==> config.mk <==
export PLATFORM = sky130hd
export DESIGN_NAME = vid_serial_scrambler
export DESIGN_NICKNAME = d
export VERILOG_FILES = /design/src/rtl/vid_serial_scrambler.sv
export SDC_FILE = /design/constraint.sdc
export NUM_CORES = 1
export LEC_CHECK = 0
export ABC_AREA = 1
export CORE_MARGIN = 2
export CORE_UTILIZATION = 25
export DETAILED_ROUTE_END_ITERATION = 10
export DONT_BUFFER_PORTS = 1
export GPL_ROUTABILITY_DRIVEN = 0
export GPL_TIMING_DRIVEN = 0
export PLACE_DENSITY = 0.42
export SKIP_LAST_GASP = 1
export SLEW_MARGIN = 10
export SYNTH_ARGS = -nofsm -noshare
export SYNTH_HDL_FRONTEND = slang
export SYNTH_SLANG_ARGS = --single-unit
==> constraint.sdc <==
create_clock -name clk -period 1.5 [get_ports clk]
set_input_delay 0.3 -clock clk [delete_from_list [all_inputs] [get_ports clk]]
set_output_delay 0.3 -clock clk [all_outputs]
set_load 0.02 [all_outputs]
==> src/rtl/vid_serial_scrambler.sv <==
module vid_serial_scrambler #(
  parameter int W = 10
) (
  input  logic         clk,
  input  logic         rst,
  input  logic         ser_en,
  input  logic [W-1:0] word_in,
  input  logic         word_vld,
  output logic         word_tick,
  output logic         sdo
);
  localparam int CW = $clog2(W);
  localparam int SL = 9;
  localparam logic [CW-1:0] LAST = CW'(W - 1);

  logic [CW-1:0] cnt;
  logic [W-1:0]  sh;
  logic [SL-1:0] scr;
  logic          s_bit;

  assign word_tick = ser_en && (cnt == LAST);
  assign s_bit     = sh[0] ^ scr[3] ^ scr[SL-1];

  always_ff @(posedge clk) begin
    if (rst) begin
      cnt <= LAST;
      sh  <= '0;
      scr <= '0;
      sdo <= 1'b0;
    end else if (ser_en) begin
      scr <= {scr[SL-2:0], s_bit};
      sdo <= sdo ^ s_bit;
      if (cnt == LAST) begin
        cnt <= '0;
        sh  <= word_vld ? word_in : '0;
      end else begin
        cnt <= cnt + 1'b1;
        sh  <= sh >> 1;
      end
    end
  end


  reset_clear_chk: assert property (@(posedge clk)
    rst |=> (sdo == 1'b0 && scr == '0 && cnt == LAST));


  tick_wrap_chk: assert property (@(posedge clk) disable iff (rst)
    word_tick |=> (cnt == '0));


  idle_zero_chk: assert property (@(posedge clk) disable iff (rst)
    (word_tick && !word_vld) |=> (sh == '0));


  scr_shift_chk: assert property (@(posedge clk) disable iff (rst)
    ser_en |=> (scr[SL-1:1] == $past(scr[SL-2:0])));


  nrzi_chk: assert property (@(posedge clk) disable iff (rst)
    ser_en |=> ((sdo ^ $past(sdo)) == $past(s_bit)));


  hold_chk: assert property (@(posedge clk) disable iff (rst)
    !ser_en |=> ($stable(sdo) && $stable(cnt)));
endmodule

Word-level counts from Yosys, hierarchy flattened
Index checks and enable logic that the tools add are counted.

word-level totals
  bits of input ports = 14
  word-level logic and storage cells = 13
  output and inout bits = 2
  register bits after elaboration = 24

cells by class
  bitwise logic cells = 3
  add/subtract/negate cells = 1
  muxes and demuxes = 3
  reductions and logical operators = 1
  eq/ne operators = 1

operators with widths
  operator                                      count
  two-way mux 10 bit                            2
  adder 4 x 1 -> 4 bit (second input constant)  1
  equality test 4 bit (second input constant)   1
  two-way mux 4 bit                             1
  XOR 1 bit                                     3
  logical AND 1 bit                             1

Logic depth before layout (Yosys ltp)
Gate-level depths: netlist (run 1).

  word-level depth = 3
  gate-level depth with buffers = 8
  mapped depth without buffers = 7

Worst setup path after synthesis (run 1)
No wires, ideal clock.

  kind = reg2reg
  start = reg cnt[0]
  end = reg sh[9]
  setup slack = 0.384 ns
  path buffers = 0
  period minus slack after synthesis = 1.116 ns
  arrival = 1.046 ns
  required time = 1.430 ns
  stages on the path, launching flop included = 7
  library setup time = 0.070 ns
  cells stage by stage = dfxtp_1 inv_1 nor2_1 nand2_1 nor2_1 nand3_1 a21oi_1

on the way
  longest elaborated chain between the ends = 2

ends and longest elaborated chain
  what                    RTL line  RTL
  start, declared         16        logic [CW-1:0] cnt;
  start signal, assigned  37        cnt <= cnt + 1'b1;
  equality test 4 bit     33        if (cnt == LAST) begin
  two-way mux 10 bit      33
  end signal, assigned    35        sh <= word_vld ? word_in : '0;
  end signal, assigned    38        sh <= sh >> 1;
  end, declared           17        logic [W-1:0] sh;

No other way between the ends.
A chain may end at the register's enable or synchronous reset.

Final worst setup path (run 1)
  start = reg cnt[0]
  end = out word_tick

on the way
  longest elaborated chain between the ends = 2

ends and longest elaborated chain
  what                 RTL line  RTL
  equality test 4 bit  21        assign word_tick = ser_en && (cnt == LAST);
  logical AND 1 bit    21
  end, declared        9         output logic word_tick,

No other way between the ends.

==> flow_results.org, run 1 <==
** Run status
- The run finished with clean final reports.

** Placement
- Detailed placement ended at an HPWL of 1810 µm.
- At the placement stage, the worst setup path has a slack of 0.249 ns.
- Buffers placed on the I/O ports in this run total 0.
- Placed inst area :: 1200 µm²

** Floorplanning
- The core region is between 4000 and 5000 µm².
- From bottom edge to top edge, the die measures 71.5 µm.
- Num rows :: 24
- Die outline width :: 71.5 µm
- The die covers 5110 µm².
- For this configuration, the core starts out at a cell density of roughly a quarter.
- Number of primary I/O pins :: 16

** Global routing
- Global-route total usage across every layer :: about 11%
- The total overflow left after global routing is 0.
- The via count of the first global-routing pass is between 900 and 1k.
- The initial antenna violation count is 0.
- Entering global routing, the biggest net connects 15 pins.
- The first global-routing pass estimated 4480 µm of wire.

** Critical path
- Setup CP Type :: reg -> out
- STA classifies the critical path startpoint as a register.
- Largest fanout of any net on the critical path :: 3
- The slowest stage of the critical path is the sky130_fd_sc_hd__dfxtp_1 cell.
- Stage delay of the slowest cell on the critical path :: 0.37 ns
- Crit path cell chain :: inv_1 > nor2_1 > nand2_1 > nor2_4
- Capturing element type of the critical path :: output pin
- For the worst setup path, the data required time is ~1.2 ns.
- STA puts the critical path data arrival time at 1.05 ns.

** Power and ir drop
- After layout, the design draws a total of 1.48 mW.
- Power spread over the standard cell area amounts to 1160 nW/µm².
- For this design the static power due to leakage is 0.621 nW.
- IR drop worst, VDD :: 0.615 mV

** Layout
- The number of antenna diodes in the final layout is 0.
- The area growth from synthesis to layout is 12.7%.
- Fraction of final layout cells with drive strength greater than 1 :: 8.72%
- With fillers left out, the area of the finished cells amounts to 1280 µm².
- For this run, the post-layout net count is roughly 190.
- For this run, the share of the core covered by cells in the final layout is just under 30%.

** Timing
- Highest clock rate :: roughly 0.74 GHz
- At the pin with the least slew margin, the transition time is 0.392 ns.
- Adding up every negative setup slack in the final design gives 0 ns.
- Setup repair after global routing left no endpoint under its margin.
- The clock arrives with 0.00309 ns of skew.
- Minimum setup slack in the final design :: 0.147 ns
- The smallest clock period supported by the final layout is computed as roughly 1.4 ns.
- Count of final setup violators :: 0
- The number of max-slew violations in the final report was 0.
- Final period utilization :: 90.2%
- The number of endpoints with negative hold slack in the final report was 0.
- The worst pin sits at a relative slew slack of 73.9%.

** Route
- DRC violation total after the first TritonRoute iteration :: 39
- After detailed routing, the number of vias per cell comes to around 4.6.
- Summing over every cut layer, the via total after detailed routing is roughly 1.0k.
- Wires add up to ~2600 µm.
- After detailed routing, the average wire length per cell comes to 11.7 µm.
- Number of remaining DRC errors :: 0
- The first detailed-routing pass took 4 iterations.
- Antenna-violating nets left :: 0

** Job
- Count of max-cap constraint violations :: 0

** Synthesis
- Yosys reg bits :: 24
- Most instantiated flip-flop cell in the synthesis netlist :: sky130_fd_sc_hd__dfxtp_1
- Counting flops with a built-in enable in the synthesized netlist gives 0.
- After technology mapping, the gate count stands at ~170.
- The cell area that synthesis handed to floorplanning was about 1100 µm².
- In this run the biggest area consumer among cell types represents 42.2% of the synthesized area.
- Synthesis warning total :: 0
- Largest cells by area after synthesis :: sky130_fd_sc_hd__dfxtp_1 (42%), sky130_fd_sc_hd__nand2_1 (14%), sky130_fd_sc_hd__nand3_1 (11%), sky130_fd_sc_hd__inv_1 (7.3%), sky130_fd_sc_hd__nand3b_1 (5.9%)
- The largest total area in the synthesized netlist belongs to sky130_fd_sc_hd__dfxtp_1.
- Counting every net in the synthesized netlist gives 182.
- Fraction of registers with async set/reset :: 0%
- Share of synthesized area occupied by flip-flops and latches :: 42.2%
- sky130_fd_sc_hd__nand2_1 is the most common cell in the netlist.
- After synthesis, the mean cell area works out to 6.77 µm².
- Most frequent cells after synthesis :: sky130_fd_sc_hd__nand2_1 (42), sky130_fd_sc_hd__nand3_1 (25), sky130_fd_sc_hd__dfxtp_1 (24)
- Netlist cell types :: 14

** Clocking
- TritonCTS built the clock tree.
- Clock transition at the registers of the reported paths :: 0.09 ns
- Number of buffers inserted during clock tree synthesis :: 3
- Clock tree synthesis found a total of 24 sinks.
- CTS root buf :: sky130_fd_sc_hd__clkbuf_8
- CTS H-tree lvls :: 1
- In this run the deepest clock path goes through 2 buffers.
- Worst-Skew Late Latency :: ~0.27 ns
- Number of setup buffers added after CTS :: 0

** Min path
- Hold crit path type :: in -> reg
[final cells by class]
class	instances	area [µm²]
fill	469	3070
clock inverter	1	30.0
multi-input combinational	113	523
inverter	22	82.6
buffer	9	58.8
tap	52	65.1
clock buffer	3	41.3
sequential	24	480
[placed cells by master, fill, tap and decap left out, types with 2 or more instances in the layout]
cell	n
sky130_fd_sc_hd__a21oi_1	7
sky130_fd_sc_hd__buf_2	5
sky130_fd_sc_hd__buf_4	3
sky130_fd_sc_hd__clkbuf_8	3
sky130_fd_sc_hd__dfxtp_1	24
sky130_fd_sc_hd__inv_1	22
sky130_fd_sc_hd__nand2_1	42
sky130_fd_sc_hd__nand3_1	25
sky130_fd_sc_hd__nand3b_1	9
sky130_fd_sc_hd__nor2_1	16
sky130_fd_sc_hd__o21ai_0	9
sky130_fd_sc_hd__o21ai_1	2
[worst paths after layout]
| path | startpoint | to | slack, ns | cells after the start |
|---|---|---|---|---|
| worst min register to register | sh[9] | sh[9] | 0.46 | 2 |
| worst min-delay path | rst | sh[9] | 0.08 | 1 |
| worst max register to register | cnt[2] | sh[8] | 0.33 | 7 |
| worst max-delay path | cnt[0] | word_tick | 0.15 | 4 |
[critical path: cells and delay by family (launching register included)]
| kind | cells | cell delay [ns] |
|---|---|---|
| buf+inv | 1 | 0.05 |
| simple gates | 3 | 0.36 |
| flops | 1 | 0.37 |
[routing by layer]
layer	routed length, µm	track usage [%]
met5	0	0
met4	36	3.77
met3	145	2.81
met2	1220	18.6
met1	1220	13.4
[report_power, final]
| group | leakage [nW] | total (mW) | switching, mW | internal [mW] |
|---|---|---|---|---|
| Clock | 0.0357 | 0.576 | 0.219 | 0.357 |
| Combinational | 0.389 | 0.208 | 0.135 | 0.0729 |
| Sequential | 0.197 | 0.701 | 0.0257 | 0.675 |
[per-stage QoR]
stage,std cells,hold WS [ns]
5_1_grt,224,0.0719
6_report,224,0.0849
4_1_cts,224,0.0811
3_5_place_dp,220,0.374
3_3_place_gp,220,0.371
2_1_floorplan,168,0.369
[flip-flops by register name (all words and copies together), names as in the netlist]
register  cells
sdo           1
cnt           4
sh           10
scr           9
[cells by family (layout without fill, tap and decap cells)]
logic type | count (synthesis) | count (layout) | synth area share, %
AND/OR/NAND/NOR | 95 | 95 | 37.4
flip-flops | 24 | 24 | 42.2
buffers and inverters | 31 | 35 | 12.4
AO/OA/AOI/OAI | 18 | 18 | 7.92
[what timing repair did]
item	4_1_cts	5_1_grt
hold buffers	0	0
setup endpoints to repair	1	1
resized for setup	1	1
Power figures use the tool's default switching activity.
==> run 2, diff against run 1 <==
--- a/config.mk
+++ b/config.mk
@@ -6,13 +6,15 @@
 export NUM_CORES = 1
 export LEC_CHECK = 0
 export ABC_AREA = 1
+export CELL_PAD_IN_SITES_DETAIL_PLACEMENT = 1
+export CELL_PAD_IN_SITES_GLOBAL_PLACEMENT = 1
 export CORE_MARGIN = 2
-export CORE_UTILIZATION = 25
+export CORE_UTILIZATION = 46
 export DETAILED_ROUTE_END_ITERATION = 10
 export DONT_BUFFER_PORTS = 1
 export GPL_ROUTABILITY_DRIVEN = 0
 export GPL_TIMING_DRIVEN = 0
-export PLACE_DENSITY = 0.42
+export PLACE_DENSITY = 0.85
 export SKIP_LAST_GASP = 1
 export SLEW_MARGIN = 10
 export SYNTH_ARGS = -nofsm -noshare
==> run 2 against run 1 <==
  * Via count rose by 4.8%
  * Clock power shrank 18%
  * Global-route usage increased by 11 points
  * Highest routed layer unchanged
==> flow_results.org, run 2 (synthesized netlist as in run 1, its figures left out) <==
** Layout
- The largest registers in the layout are sh x10, scr x9, cnt x4.
- Most frequent standard cell in the layout excluding fill and tap cells :: sky130_fd_sc_hd__nand2_1
- The post-route netlist has 12.1% of its cells at a drive strength greater than 1.
- Number of flip-flops in the largest register :: 10
- The top cell types in the final layout, fill and taps aside, are sky130_fd_sc_hd__nand2_1 (41), sky130_fd_sc_hd__nand3_1 (25), sky130_fd_sc_hd__inv_1 (22).
- Layout Cells excl Fill :: 203
- From synthesis to final layout, the design area changed by 10.5%.
- Register ranked first by flip-flop count :: sh
- Net count, final :: between 150 and 200
- Antenna diode instance count :: 0

** Timing
- Clock skew on the completed layout was measured at slightly above 0.0009 ns.
- Setup violations remaining at the end of the flow were counted as 0.
- Headroom to the max-slew limit came out at 76.0%.
- Tightest Pin Transition :: 0.360 ns
- Setup repair after global routing left no endpoint under its margin.
- The final critical path takes up 94.9% of the cycle.
- Highest clock rate :: 0.702 GHz
- The number of endpoints with negative hold slack in the final report was 0.
- Shortest clock period the worst path allows after layout :: 1.42 ns
- For the final routed database, the setup TNS stands at 0 ns.
- Count of final max-slew check failures :: 0

** Floorplanning
- The die is around 54 µm tall.
- Num rows :: 18
- The total area inside the core boundary comes to 2410 µm².
- Once the floorplan was initialized, standard cells occupied ~47% of the core.
- Die outline width :: about 54 µm
- Area of the die :: 2890 µm²
- Number of primary I/O pins :: 16

** Global routing
- Initial antenna violation count :: 0
- Vias in the first global route :: 1028
- The total overflow left after global routing is 0.
- Global routing used 22.1% of the available tracks.
- Global-route wire length before repair :: 4550 µm
- Maximum number of pins on one net before global-route repair :: 15

** Clocking
- Number of setup buffers added after CTS :: 0
- Longest Clk Path Bufs :: 2
- CTS H-tree lvls :: 1
- Worst-Skew Late Latency :: ~0.32 ns
- Clock sink total :: 24
- Clock transition at the registers of the reported paths :: 0.14 ns
- TritonCTS built the clock tree.
- Clock tree synthesis selected as its root buffer the cell sky130_fd_sc_hd__clkbuf_4.
- The number of clock buffers added by TritonCTS is 3.

** Route
- Number of iterations in the first detailed-routing pass :: 4
- After detailed routing, the number of vias per cell comes to 5.28.
- Antenna-violating nets left :: 0
- In the final routed layout, each cell accounts on average for 14.1 µm.
- Via count :: 1072
- The detailed router finished its first iteration with 18 violations.
- In the routed design, unresolved DRC markers number 0.
- The routed design has 2870 µm of wire.

** Critical path
- Data on the critical path is required at its endpoint by 1.20 ns.
- Crit path cell chain :: inv_1 > nor2_2 > nand2_2 > nor2_4
- The kind of cell with the highest combined delay along the critical path is simple AND/OR/NAND/NOR gates.
- Element type at the critical path start :: register
- WP buf/inv :: 1
- Data arrival time of the critical path :: 1.12 ns
- Stage delay of the slowest cell on the critical path :: 0.35 ns
- The largest individual stage delay along the critical path comes from the cell sky130_fd_sc_hd__dfxtp_2.
- Capturing element type of the critical path :: output pin
- Largest fanout of any net on the critical path :: 3
- The worst setup path is of the reg -> out kind.

** Placement
- Inst Count DP :: 198
- Input and output buffers added on the ports amount to 0.
- Once detailed placement completed, the half-perimeter wirelength came to 2090 µm.

** Job
- Count of max-cap constraint violations :: 0

** Run status
- The flow ran to the end, and the final reports show no timing, DRC or antenna violations.

** Power and ir drop
- Power density relative to cell area :: around 1100 nW/µm²
- IR drop worst, VDD :: 0.773 mV
- Total leakage power :: 0.618 nW

** Min path
- Hold crit path type :: in -> reg
[run 2: cell count changes in the layout (fill, tap and decap cells not counted)]
cell	delta
sky130_fd_sc_hd__clkbuf_8	-3
sky130_fd_sc_hd__nand2_1	-1
sky130_fd_sc_hd__clkbuf_4	+3
sky130_fd_sc_hd__nor2_1	-2
sky130_fd_sc_hd__dfxtp_1	-3
sky130_fd_sc_hd__dlygate4sd3_1	+1
sky130_fd_sc_hd__nor2_2	+2
sky130_fd_sc_hd__nand2_2	+1
sky130_fd_sc_hd__dfxtp_2	+3
[run 2: stage by stage]
step	hold WS, ns	power, mW	utilization, %	cell area [µm²]	worst slack (ns)
after floorplan	0.369	0.871	-	1140	0.384
after CTS	0.0142	1.39	51.0	1230	0.00495
after global routing	0.0109	1.47	52.1	1260	0.0105
final	0.0273	1.40	52.1	1260	0.0761
after global placement	0.372	0.908	48.8	1170	0.287
after detailed placement	0.372	0.924	48.8	1170	0.244
[run 2: layout make-up]
cell class | count | area (µm²)
fillers | 332 | 1150
well taps | 30 | 37.5
multi-input cells | 113 | 531
clock buffers | 3 | 22.5
repair buffers | 1 | 10.0
clock inverters | 1 | 30.0
inverters | 22 | 82.6
plain buffers | 9 | 58.8
flip-flops and latches | 24 | 484
[run 2: where the power goes]
group | internal [mW] | total [mW] | switching, mW
logic | 0.0776 | 0.221 | 0.143
clock network | 0.270 | 0.474 | 0.204
registers | 0.677 | 0.705 | 0.0281
[run 2: timing repair]
action / 4_1_cts / 5_1_grt
endpoints found under the hold margin: 0 / 1
setup endpoints to repair: 1 / 1
hold buffers: 0 / 1
resized for setup: 1 / 7
pin swaps: 0 / 1
[run 2: layer usage]
layer / vias to the layer above / wire, µm / GRT usage [%]
li1: 538 / - / -
met1: 514 / 1250 / 27.2
met2: 18 / 1480 / 38.8
met3: 2 / 126 / 5.83
met4: 0 / 15 / 3.85
met5: - / 0 / 0
[run 2: final timing paths]
kind,start,endpoint,slack (ns),depth (start not counted)
worst max-delay path,cnt[3],word_tick,0.08,4
worst min-delay path,rst,scr[0],0.03,1
worst max register to register,cnt[2],sh[2],0.28,7
worst min register to register,sh[9],sh[9],0.47,2
==> run 3, diff against run 2 <==
--- a/config.mk
+++ b/config.mk
@@ -5,16 +5,16 @@
 export SDC_FILE = /design/constraint.sdc
 export NUM_CORES = 1
 export LEC_CHECK = 0
-export ABC_AREA = 1
 export CELL_PAD_IN_SITES_DETAIL_PLACEMENT = 1
 export CELL_PAD_IN_SITES_GLOBAL_PLACEMENT = 1
 export CORE_MARGIN = 2
-export CORE_UTILIZATION = 46
+export CORE_UTILIZATION = 49
 export DETAILED_ROUTE_END_ITERATION = 10
 export DONT_BUFFER_PORTS = 1
 export GPL_ROUTABILITY_DRIVEN = 0
 export GPL_TIMING_DRIVEN = 0
-export PLACE_DENSITY = 0.85
+export PLACE_DENSITY = 0.84
+export REMOVE_ABC_BUFFERS = 1
 export SKIP_LAST_GASP = 1
 export SLEW_MARGIN = 10
 export SYNTH_ARGS = -nofsm -noshare
==> run 3 against run 2 <==
  * Global-route usage decreased by 1.6 points
  * Clock skew increased by 0.0016 ns
  * Register-to-register slack got worse by 0.10 ns
  * Synthesized area decreased by 7.9%
  * Largest power group unchanged
  * Highest routed layer unchanged
==> flow_results.org, run 3 <==
** Timing
- Count of final setup violators :: 0
- Unrepaired setup endpoints after global routing :: yes
- Count of final max-slew check failures :: 0
- Static timing analysis puts the maximum clock frequency at a little under 0.7 GHz.
- Final period utilization :: 99.0%
- Subtracting the final worst setup slack from the clock period gives 1.49 ns.
- The number of endpoints with negative hold slack in the final report is 0.
- The worst pin sits at a relative slew slack of 74.6%.
- Final setup skew :: between 0.002 and 0.0025 ns
- Tightest Pin Transition :: 0.380 ns
- Adding up every negative setup slack in the final design gives 0 ns.

** Global routing
- Global routing used between 20% and 30% of the available tracks.
- The first global-routing pass estimated 3830 µm of wire.
- Entering global routing, the biggest net connects 26 pins.
- Summed over all layers, the global routing overflow is 0.
- Initial antenna violation count :: 0
- The via count of the first global-routing pass is 824.

** Clocking
- Worst-Skew Late Latency :: 0.31 ns
- CTS root buf :: sky130_fd_sc_hd__clkbuf_4
- Longest Clk Path Bufs :: 2
- Clock transition at the registers of the reported paths :: roughly 0.13 ns
- The number of hold buffers added after CTS was 0.
- TritonCTS built the clock tree.
- Clock sink total :: 24
- CTS H-tree lvls :: 1
- Buffers inserted during clock tree synthesis total 3.

** Synthesis
- Fraction of registers with async set/reset :: 0%
- By area the synthesized netlist is led by sky130_fd_sc_hd__dfxtp_1 (46%), sky130_fd_sc_hd__mux2i_1 (8.6%), sky130_fd_sc_hd__a2bb2oi_1 (7.5%), sky130_fd_sc_hd__a21oi_1 (5.3%), sky130_fd_sc_hd__nand3_1 (4.8%).
- In this run, synthesis produced a sequential element count of 24.
- Most frequent cells after synthesis :: sky130_fd_sc_hd__dfxtp_1 (24), sky130_fd_sc_hd__nand2_1 (13), sky130_fd_sc_hd__a21oi_1 (11), sky130_fd_sc_hd__nor2_1 (11), sky130_fd_sc_hd__nand3_1 (10)
- The most used flip-flop cell after synthesis is sky130_fd_sc_hd__dfxtp_1.
- Multiplexer share of the synthesized area :: 10.0%
- Counting flops with a built-in enable in the synthesized netlist gives 0.
- The synthesized netlist devotes 16.8% of its cell area to compound gates.
- Fraction of synthesized cell area taken by the top area cell type :: 45.9%
- Summing the areas of all fa, ha and maj instances in the mapped netlist gives 0% of the synthesized area.
- Each instance of the synthesized netlist takes up on average 9.35 µm².
- In the post-synthesis netlist, the cell with the most instances is sky130_fd_sc_hd__dfxtp_1.
- The synthesized netlist contains 23 unique library cells.
- In this run the cell area of the synthesized design comes to between 1000 and 1500 µm².
- sky130_fd_sc_hd__dfxtp_1 takes more of the synthesized area than any other cell.
- Simple-gate area share of the yosys netlist :: around 17%
- The cell count after synthesis came out at roughly 110.
- Share of synthesized area occupied by flip-flops and latches :: 45.9%
- Yosys printed 0 warnings.
- Combinational family with the most area after synthesis :: simple AND/OR/NAND/NOR gates
- Xor and xnor area share after synthesis :: under 10%

** Route
- In the final routed layout, each cell accounts on average for 17.7 µm.
- Number of iterations in the first detailed-routing pass :: 4
- Summed over all nets, wire length on met3 after detailed routing comes to 60 µm.
- In this run, the number of DRC markers left after iteration 0 of detailed routing was 13.
- Via-to-Cell Ratio :: 5.72
- After detailed routing, the met2 layer carries 1270 µm of wire.
- Wire length on met1 :: 1100 µm
- Highest metal layer used by the detailed router :: met4
- Detailed Route WL :: 2450 µm
- Number of remaining DRC errors :: 0
- Via count :: 789
- The detail route stage leaves a number of antenna-violating nets equal to 0.

** Layout
- Largest registers ranked by flip-flop count :: sh x10, scr x9, cnt x4
- Number of fill cells in the layout :: between 200 and 250
- Commonest cells after routing, fill and taps aside :: sky130_fd_sc_hd__dfxtp_1 (20), sky130_fd_sc_hd__nand2_1 (13), sky130_fd_sc_hd__nor2_1 (11), sky130_fd_sc_hd__a21oi_1 (11), sky130_fd_sc_hd__nand3_1 (10)
- Post-layout utilization of the core :: 55.8%
- The post-route netlist has 15.3% of its cells at a drive strength greater than 1.
- Net count, final :: 126
- Syn-to-layout area delta :: 5.62%
- Leaving out fill and tap cells, the most frequent cell in the layout is sky130_fd_sc_hd__dfxtp_1.
- The sequential cells in the finished layout cover a total of ~490 µm².
- The register with the most flip-flops in the layout has 10 of them.
- The repair_antennas step left the layout with diodes totalling 0.
- Ranked by flip-flop count, first place goes to sh.
- Multi-input logic area :: between 500 and 600 µm²

** Critical path
- Setup slack of the worst register-to-register path :: 0.18 ns
- Largest fanout of any net on the critical path :: 4
- Capturing element type of the critical path :: output pin
- STA classifies the critical path startpoint as a register.
- STA puts the critical path data required time at 1.20 ns.
- Data on the critical path arrives at its endpoint at 1.19 ns.
- Worst-case reg-to-reg path depth :: 5
- Setup CP Type :: reg -> out

** Floorplanning
- 16 I/O pins were placed.
- Vertical extent of the die :: around 50 µm
- The core region is 1980 µm².
- Starting Density :: 52.8%
- Die outline width :: 50.2 µm
- Num rows :: 16
- Area of the die :: 2520 µm²

** Run status
- Result of the run :: finished clean

** Min path
- Along the worst hold path, the cell count comes to 1.
- In this run the worst hold path is classified as in -> reg.

** Power and ir drop
- IR drop worst, VDD :: 0.702 mV
- Dividing total power by cell area gives a power density of 1060 nW/µm².
- Total leakage power :: 0.424 nW

** Job
- Across the run, the number of max-cap violations was 0.

** Placement
- The wire-length estimate of the detail-placed layout is 1380 µm.
- Port buffer count :: 0
[run 3: metal layers]
layer / up-vias / global-route usage (%)
met5: - / 0
met2: 12 / 35.5
met4: 0 / 9.72
li1: 390 / -
met1: 385 / 24.6
met3: 2 / 3.27
[run 3: timing repair]
item                                    CTS  global route
buffers inserted                          2             2
endpoints found under the setup margin    9             1
resized for setup                         7             2
gates cloned                              1             0
pin swaps                                 1             2
[run 3: where the power goes]
part	internal, mW	switching (mW)
clock network	0.148	0.195
registers	0.659	0.0182
logic	0.0812	0.0735
[run 3: stage by stage]
stage	power, mW	instances	hold WS (ns)	setup slack, ns	cell area, µm²
finish	1.18	138	0.0289	0.0144	1110
global route	1.23	138	0.00175	-0.0190	1110
CTS	1.17	136	0.0132	0.00674	1090
detailed placement	0.809	129	0.375	-0.240	1010
global placement	0.801	129	0.372	-0.188	1010
floorplan	0.784	102	0.369	-0.00368	980
[run 3: path summary, 6_finish.rpt]
path / startpoint / to
worst max-delay path: cnt[2] / word_tick
worst min-delay path: rst / cnt[1]
worst max register to register: cnt[2] / sh[2]
worst min register to register: scr[0] / scr[0]
[run 3: cell families (layout without fill, tap and decap cells)]
| kind of cell | count (synthesis) | after routing |
|---|---|---|
| flip-flops | 24 | 24 |
| AO/OA/AOI/OAI | 25 | 25 |
| buffers and inverters | 12 | 10 |
| XOR/XNOR | 2 | 2 |
| AND/OR/NAND/NOR | 39 | 40 |
| multiplexers | 10 | 10 |
[run 3: final cells by class]
class                      count  share of cell area [%]
multi-input combinational     77                    46.2
sequential                    24                    44.1
clock buffer                   4                    3.28
tap                           27                    3.05
timing repair buffer           4                    2.71
inverter                       2                   0.679
[run 3: critical path, cell delays in order (launching register included)]
cell and delay [ns]:
sky130_fd_sc_hd__dfxtp_2 0.36, sky130_fd_sc_hd__and4bb_4 0.34, sky130_fd_sc_hd__and2_4 0.18
